### config.mk
export PLATFORM = sky130hd
export DESIGN_NAME = xlate_cache
export DESIGN_NICKNAME = d
export VERILOG_FILES = /design/src/rtl/xc_pkg.sv /design/src/rtl/xc_match.sv /design/src/rtl/xc_victim.sv /design/src/rtl/xc_sat_cnt.sv /design/src/rtl/xlate_cache.sv
export SDC_FILE = /design/constraint.sdc
export NUM_CORES = 1
export LEC_CHECK = 0
export BUFFER_PORTS_ARGS = -buffer_cell sky130_fd_sc_hd__clkbuf_2
export CORE_UTILIZATION = 34
export DETAILED_ROUTE_END_ITERATION = 10
export PLACE_DENSITY = 0.52
export SLEW_MARGIN = 20
export SYNTH_ARGS = -nofsm -noshare
export SYNTH_HDL_FRONTEND = slang
export SYNTH_SLANG_ARGS = --single-unit
### constraint.sdc
create_clock -name clk -period 5 [get_ports clk]
set_input_delay 0 -clock clk [delete_from_list [all_inputs] [get_ports clk]]
set_output_delay 0 -clock clk [all_outputs]
set_load 0.05 [all_outputs]
### src/rtl/xc_pkg.sv
package xc_pkg;
  // Storage update selected for the current cycle; flush outranks fill.
  typedef enum logic [1:0] {
    XC_IDLE  = 2'd0,
    XC_FLUSH = 2'd1,
    XC_FILL  = 2'd2
  } xc_op_e;
endpackage

### src/rtl/xc_match.sv
module xc_match #(
  parameter int ENTRIES = 8,
  parameter int VPN_W   = 20,
  localparam int IDX_W  = $clog2(ENTRIES)
) (
  input  logic [ENTRIES-1:0]            valid,
  input  logic [ENTRIES-1:0][VPN_W-1:0] tags,
  input  logic [VPN_W-1:0]              key,
  output logic                          hit,
  output logic [IDX_W-1:0]              idx
);
  logic [ENTRIES-1:0] eq;

  // One comparator per entry, all working in parallel.
  for (genvar g = 0; g < ENTRIES; g++) begin : g_cmp
    assign eq[g] = valid[g] && (tags[g] == key);
  end

  assign hit = |eq;

  // The scan runs from high to low, so the lowest matching index is written last and wins.
  always_comb begin
    idx = '0;
    for (int i = ENTRIES - 1; i >= 0; i--) begin
      if (eq[i]) idx = IDX_W'(i);
    end
  end
endmodule

### src/rtl/xc_victim.sv
module xc_victim #(
  parameter int ENTRIES = 8,
  localparam int IDX_W  = $clog2(ENTRIES)
) (
  input  logic               clk,
  input  logic               rst,
  input  logic [ENTRIES-1:0] valid,
  input  logic               fill_go,
  output logic [IDX_W-1:0]   victim
);
  localparam logic [IDX_W-1:0] LAST = IDX_W'(ENTRIES - 1);

  logic [IDX_W-1:0] rr_ptr;
  logic [IDX_W-1:0] free_idx;
  logic             all_full;

  assign all_full = &valid;

  // Lowest-numbered invalid entry.
  always_comb begin
    free_idx = '0;
    for (int i = ENTRIES - 1; i >= 0; i--) begin
      if (!valid[i]) free_idx = IDX_W'(i);
    end
  end

  assign victim = all_full ? rr_ptr : free_idx;

  // The pointer moves only when a fill actually evicts an entry.
  always_ff @(posedge clk) begin
    if (rst) begin
      rr_ptr <= '0;
    end else if (fill_go && all_full) begin
      rr_ptr <= (rr_ptr == LAST) ? '0 : rr_ptr + 1'b1;
    end
  end
endmodule

### src/rtl/xc_sat_cnt.sv
module xc_sat_cnt #(
  parameter int W = 16
) (
  input  logic         clk,
  input  logic         rst,
  input  logic         inc,
  output logic [W-1:0] count
);
  always_ff @(posedge clk) begin
    if (rst) begin
      count <= '0;
    end else if (inc && !(&count)) begin
      count <= count + 1'b1;
    end
  end
endmodule

### src/rtl/xlate_cache.sv
module xlate_cache #(
  parameter int VPN_W   = 20,
  parameter int PFN_W   = 16,
  parameter int OFF_W   = 12,
  parameter int ENTRIES = 8,
  parameter int CNT_W   = 16,
  localparam int VA_W   = VPN_W + OFF_W,
  localparam int PA_W   = PFN_W + OFF_W,
  localparam int IDX_W  = $clog2(ENTRIES)
) (
  input  logic             clk,
  input  logic             rst,
  input  logic             lk_valid,
  input  logic [VA_W-1:0]  lk_vaddr,
  input  logic             lk_write,
  input  logic             flush,
  input  logic             fill_en,
  input  logic [VPN_W-1:0] fill_vpn,
  input  logic [PFN_W-1:0] fill_pfn,
  input  logic             fill_ro,
  output logic             rsp_valid,
  output logic             rsp_hit,
  output logic [PA_W-1:0]  rsp_paddr,
  output logic             rsp_ro,
  output logic             rsp_fault,
  output logic [CNT_W-1:0] hit_count,
  output logic [CNT_W-1:0] miss_count
);
  import xc_pkg::*;

  // Entry storage. Only the valid flags are reset; the data fields need no reset.
  logic [ENTRIES-1:0]            ent_v;
  logic [ENTRIES-1:0][VPN_W-1:0] ent_vpn;
  logic [ENTRIES-1:0][PFN_W-1:0] ent_pfn;
  logic [ENTRIES-1:0]            ent_ro;

  logic [VPN_W-1:0] req_vpn;
  logic [OFF_W-1:0] req_off;
  logic             cam_hit;
  logic [IDX_W-1:0] cam_idx;
  logic [IDX_W-1:0] vic_idx;
  logic             lk_hit;
  logic             lk_miss;
  xc_op_e           op;

  assign req_vpn = lk_vaddr[VA_W-1:OFF_W];
  assign req_off = lk_vaddr[OFF_W-1:0];
  assign lk_hit  = lk_valid && cam_hit;
  assign lk_miss = lk_valid && !cam_hit;

  always_comb begin
    if (flush)        op = XC_FLUSH;
    else if (fill_en) op = XC_FILL;
    else              op = XC_IDLE;
  end

  xc_match #(.ENTRIES(ENTRIES), .VPN_W(VPN_W)) u_match (
    .valid (ent_v),
    .tags  (ent_vpn),
    .key   (req_vpn),
    .hit   (cam_hit),
    .idx   (cam_idx)
  );

  xc_victim #(.ENTRIES(ENTRIES)) u_victim (
    .clk     (clk),
    .rst     (rst),
    .valid   (ent_v),
    .fill_go (op == XC_FILL),
    .victim  (vic_idx)
  );

  always_ff @(posedge clk) begin
    if (rst) begin
      ent_v <= '0;
    end else begin
      case (op)
        XC_FLUSH: ent_v <= '0;
        XC_FILL:  ent_v[vic_idx] <= 1'b1;
        default:  ;
      endcase
    end
  end

  always_ff @(posedge clk) begin
    if (op == XC_FILL) begin
      ent_vpn[vic_idx] <= fill_vpn;
      ent_pfn[vic_idx] <= fill_pfn;
      ent_ro[vic_idx]  <= fill_ro;
    end
  end

  // Registered response stage.
  always_ff @(posedge clk) begin
    if (rst) begin
      rsp_valid <= 1'b0;
      rsp_hit   <= 1'b0;
      rsp_paddr <= '0;
      rsp_ro    <= 1'b0;
      rsp_fault <= 1'b0;
    end else begin
      rsp_valid <= lk_valid;
      rsp_hit   <= lk_hit;
      rsp_paddr <= lk_hit ? {ent_pfn[cam_idx], req_off} : '0;
      rsp_ro    <= lk_hit && ent_ro[cam_idx];
      rsp_fault <= lk_hit && lk_write && ent_ro[cam_idx];
    end
  end

  xc_sat_cnt #(.W(CNT_W)) u_hits (
    .clk   (clk),
    .rst   (rst),
    .inc   (lk_hit),
    .count (hit_count)
  );

  xc_sat_cnt #(.W(CNT_W)) u_misses (
    .clk   (clk),
    .rst   (rst),
    .inc   (lk_miss),
    .count (miss_count)
  );
endmodule

==> flow_summary.ini <==
[worst_setup_path]
cp_slowest_cell = nor4_1
r2r_end = rsp_paddr[21]
crit_arrival_ns = 4.16
reg2reg_depth = 9
path_cells = xnor2_1, nand4_1, nor4_1, and4_1, o311ai_2, a21boi_4, buf_4, mux2_2, o2111a_1
cp.required_ns = 5.45
r2r-start = ent_vpn[104]
crit_path_start_kind = flop
cp_max_fo = 24
critPathKind = flop to flop
critPathCaptureType = flop
critical_path.max_stage_delay_ns = 0.76
ff2ff_setup_slack_ns = 1.28

[cts]
clockBufferDepth = 3
cts_buffers = 41
htreeDepth = 2
post-cts-setup-buffers = 0
post_cts_resized = 0
clock_latency_ns = 0.57
cts_sinks = 371
path_clk_slew_ns = 0.06
cts_tree = built
clockRootBuffer = clkbuf_16

[logic_synthesis]
yosys.area.top_type = edfxtp_1
synthFlopType = edfxtp_1
yosys-top-cells-count = edfxtp_1, xnor2_1, dfxtp_1, xor2_1, nor2_1
syn-num-nets = 1100
synth.area.top_cells = edfxtp_1, dfxtp_1, xnor2_1
synth_top_area_share_pct = 59.1
synth_edf_count = 296
synth.most_common_cell = edfxtp_1
ys_seq_area_share_pct = 69.1
syn_inst = 1021
ys_types = 57
yosys_warnings = 0
syn_avg_cell_area_um2 = 14.7
synthArstFlopShare_pct = 0
netlist_area_mm2 = 0.0150
ys_seq_elements = 371

[detailed_routing]
totalWireLength_mm = 36.8
drc_errors = 0
vias = 8940
via_per_inst = 4.86
drt-pass1-iter-count = 5
ant_nets = 0
first_iter_violations = 501
wire_per_inst_um = 20.0

[placement]
dp.cells = 1712
dp_hpwl_mm = 22.7
port_buffers = 138
routabilityCongestion = 0.772
place_area_mm2 = 0.0164

[grt]
grt_usage_pct = 16.5
grt_start_max_net_pins = 50
antenna_found_initial = 0
grt_pass1_wl_mm = 54.6
grt_pass1_vias = 8742
grt_overflow = 0

[finish]
stdcell_count = 1839
drive_gt1_share_pct = 20.2
antenna_cells = 0
nets = 1302
fin_area_mm2 = 0.0182
area_growth_pct = 20.8
nFillCells = 4003

[timing]
final-hold-violation-count = 0
clock_skew_ns = 0.0160
grt_setup_unrepaired = no
finalCritPeriodShare_pct = 74.3
fmax_mhz = 269
relSlewSlack_pct = 29.3
setup_viol = 0
period_minus_slack_ns = 3.72
slew_viol_final = 0
worst_slew_pin_slew_ns = 1.05
setup_tns_ns = 0

[pwr]
power_density_mw_per_mm2 = 358
p_leak_uw = 0.00629
ir_drop_v = 0.000226

[floorplan]
die-height_um = 212
row_count = 76
die_area_mm2 = 0.0451
start_util_pct = 34.7
die_w_um = 212
io_pins = 139
core_mm2 = 0.0434

[min_path]
hp-start = lk_vaddr[10]
hold_class = input pin to flop
min_to = rsp_paddr[10]
hold_path_depth = 3

[status]
outcome = finished clean

[job]
cap_violations = 0
-- critical path: cells and delay by family (launching register included) --
family | cells | cell delay (ns)
buf+inv | 1 | 0.34
mux | 1 | 0.36
flops | 1 | 0.38
simple gates | 3 | 1.33
xor+xnor | 1 | 0.17
compound gates | 3 | 1.00
-- layout by cell type, fill, tap and decap left out, types with 3 or more instances in the layout --
| master | count |
|---|---|
| edfxtp_1 | 296 |
| clkbuf_2 | 138 |
| xnor2_1 | 109 |
| dfxtp_1 | 75 |
| xor2_1 | 72 |
| dlygate4sd3_1 | 53 |
| nor2_1 | 46 |
| clkbuf_16 | 41 |
| nand2_1 | 37 |
| nand2b_1 | 37 |
| nand3_1 | 36 |
| nand4_1 | 30 |
| mux2i_1 | 24 |
| nor4_1 | 22 |
| a31oi_1 | 17 |
| buf_4 | 17 |
| mux2_2 | 16 |
| a32oi_1 | 16 |
| o2111a_1 | 16 |
| a21oi_1 | 14 |
| and2_1 | 14 |
| nor2b_1 | 13 |
| clkbuf_1 | 13 |
| and3_1 | 9 |
| nor3_2 | 8 |
| inv_1 | 7 |
| o21ai_0 | 6 |
| nor3_1 | 6 |
| clkinv_2 | 6 |
| clkinv_1 | 5 |
| ha_1 | 4 |
| and4_1 | 3 |
| or3_1 | 3 |
| a31o_2 | 3 |
-- state kept, by name, indices dropped and copies added, names as in the netlist --
name and cells:
ent_vpn 160, u_misses.count 16, ent_v 8, ent_ro 8
u_victim.rr_ptr 3, rsp_ro 1, rsp_hit 1, u_hits.count 16
rsp_fault 1, rsp_paddr 28, rsp_valid 1, ent_pfn 128
-- logic make-up (layout without fill, tap and decap cells) --
logic type	after synthesis	count (layout)	synth area share (%)
and+or+nand+nor	278	278	10.2
adders and majority gates	4	4	0.333
xor gates and xnor gates	182	182	10.7
muxes	41	41	2.87
DFF	371	371	69.1
AOI/OAI and AO/OA	89	89	4.78
buffers and inverters	56	289	2.04
-- worst max-delay path by stage --
stage                      start            end  slack [ns]
floorplan               ent_v[5]   ent_pfn[100]        0.91
CTS                 ent_vpn[104]  rsp_paddr[21]        1.27
global placement    ent_vpn[104]  rsp_paddr[21]        1.35
global route        ent_vpn[115]  rsp_paddr[24]        1.14
finish              ent_vpn[104]  rsp_paddr[21]        1.28
detailed placement  ent_vpn[104]  rsp_paddr[21]        1.29
-- report_power, final --
group	internal [µW]	switching, µW
Combinational	104	163
Clock	1660	1210
Sequential	3350	8.78
Total	5110	1380
-- through the flow --
step	power, µW	util (%)	worst slack [ns]	hold WS, ns
floorplan	3560	-	0.910	0.0989
global placement	3660	37.7	1.35	0.205
detailed placement	3660	37.7	1.29	0.202
CTS	6600	41.9	1.27	0.153
global route	6720	41.9	1.14	0.189
finish	6500	41.9	1.28	0.183
-- layout make-up --
cell class / instances / area [µm²] / area share (%)
Sequential cell: 371 / 10400 / 57.2
Multi-Input combinational cell: 594 / 4400 / 24.2
Timing Repair Buffer: 208 / 1350 / 7.43
Clock buffer: 56 / 1100 / 6.07
Tap cell: 585 / 732 / 4.03
Clock inverter: 18 / 164 / 0.902
Inverter: 7 / 26.3 / 0.145
-- per-layer routing --
layer / vias to the layer above / routed length, µm / global-route usage [%]
li1: 4197 / - / -
met1: 4472 / 17200 / 22.8
met2: 212 / 16700 / 26.0
met3: 59 / 1850 / 2.92
met4: 0 / 968 / 5.98
met5: - / 0 / 0
-- what timing repair did --
action,4_1_cts,5_1_grt
endpoints found under the setup margin,0,0
hold buffers,53,0
hold endpoints to repair,326,0
Power figures use the tool's default switching activity.
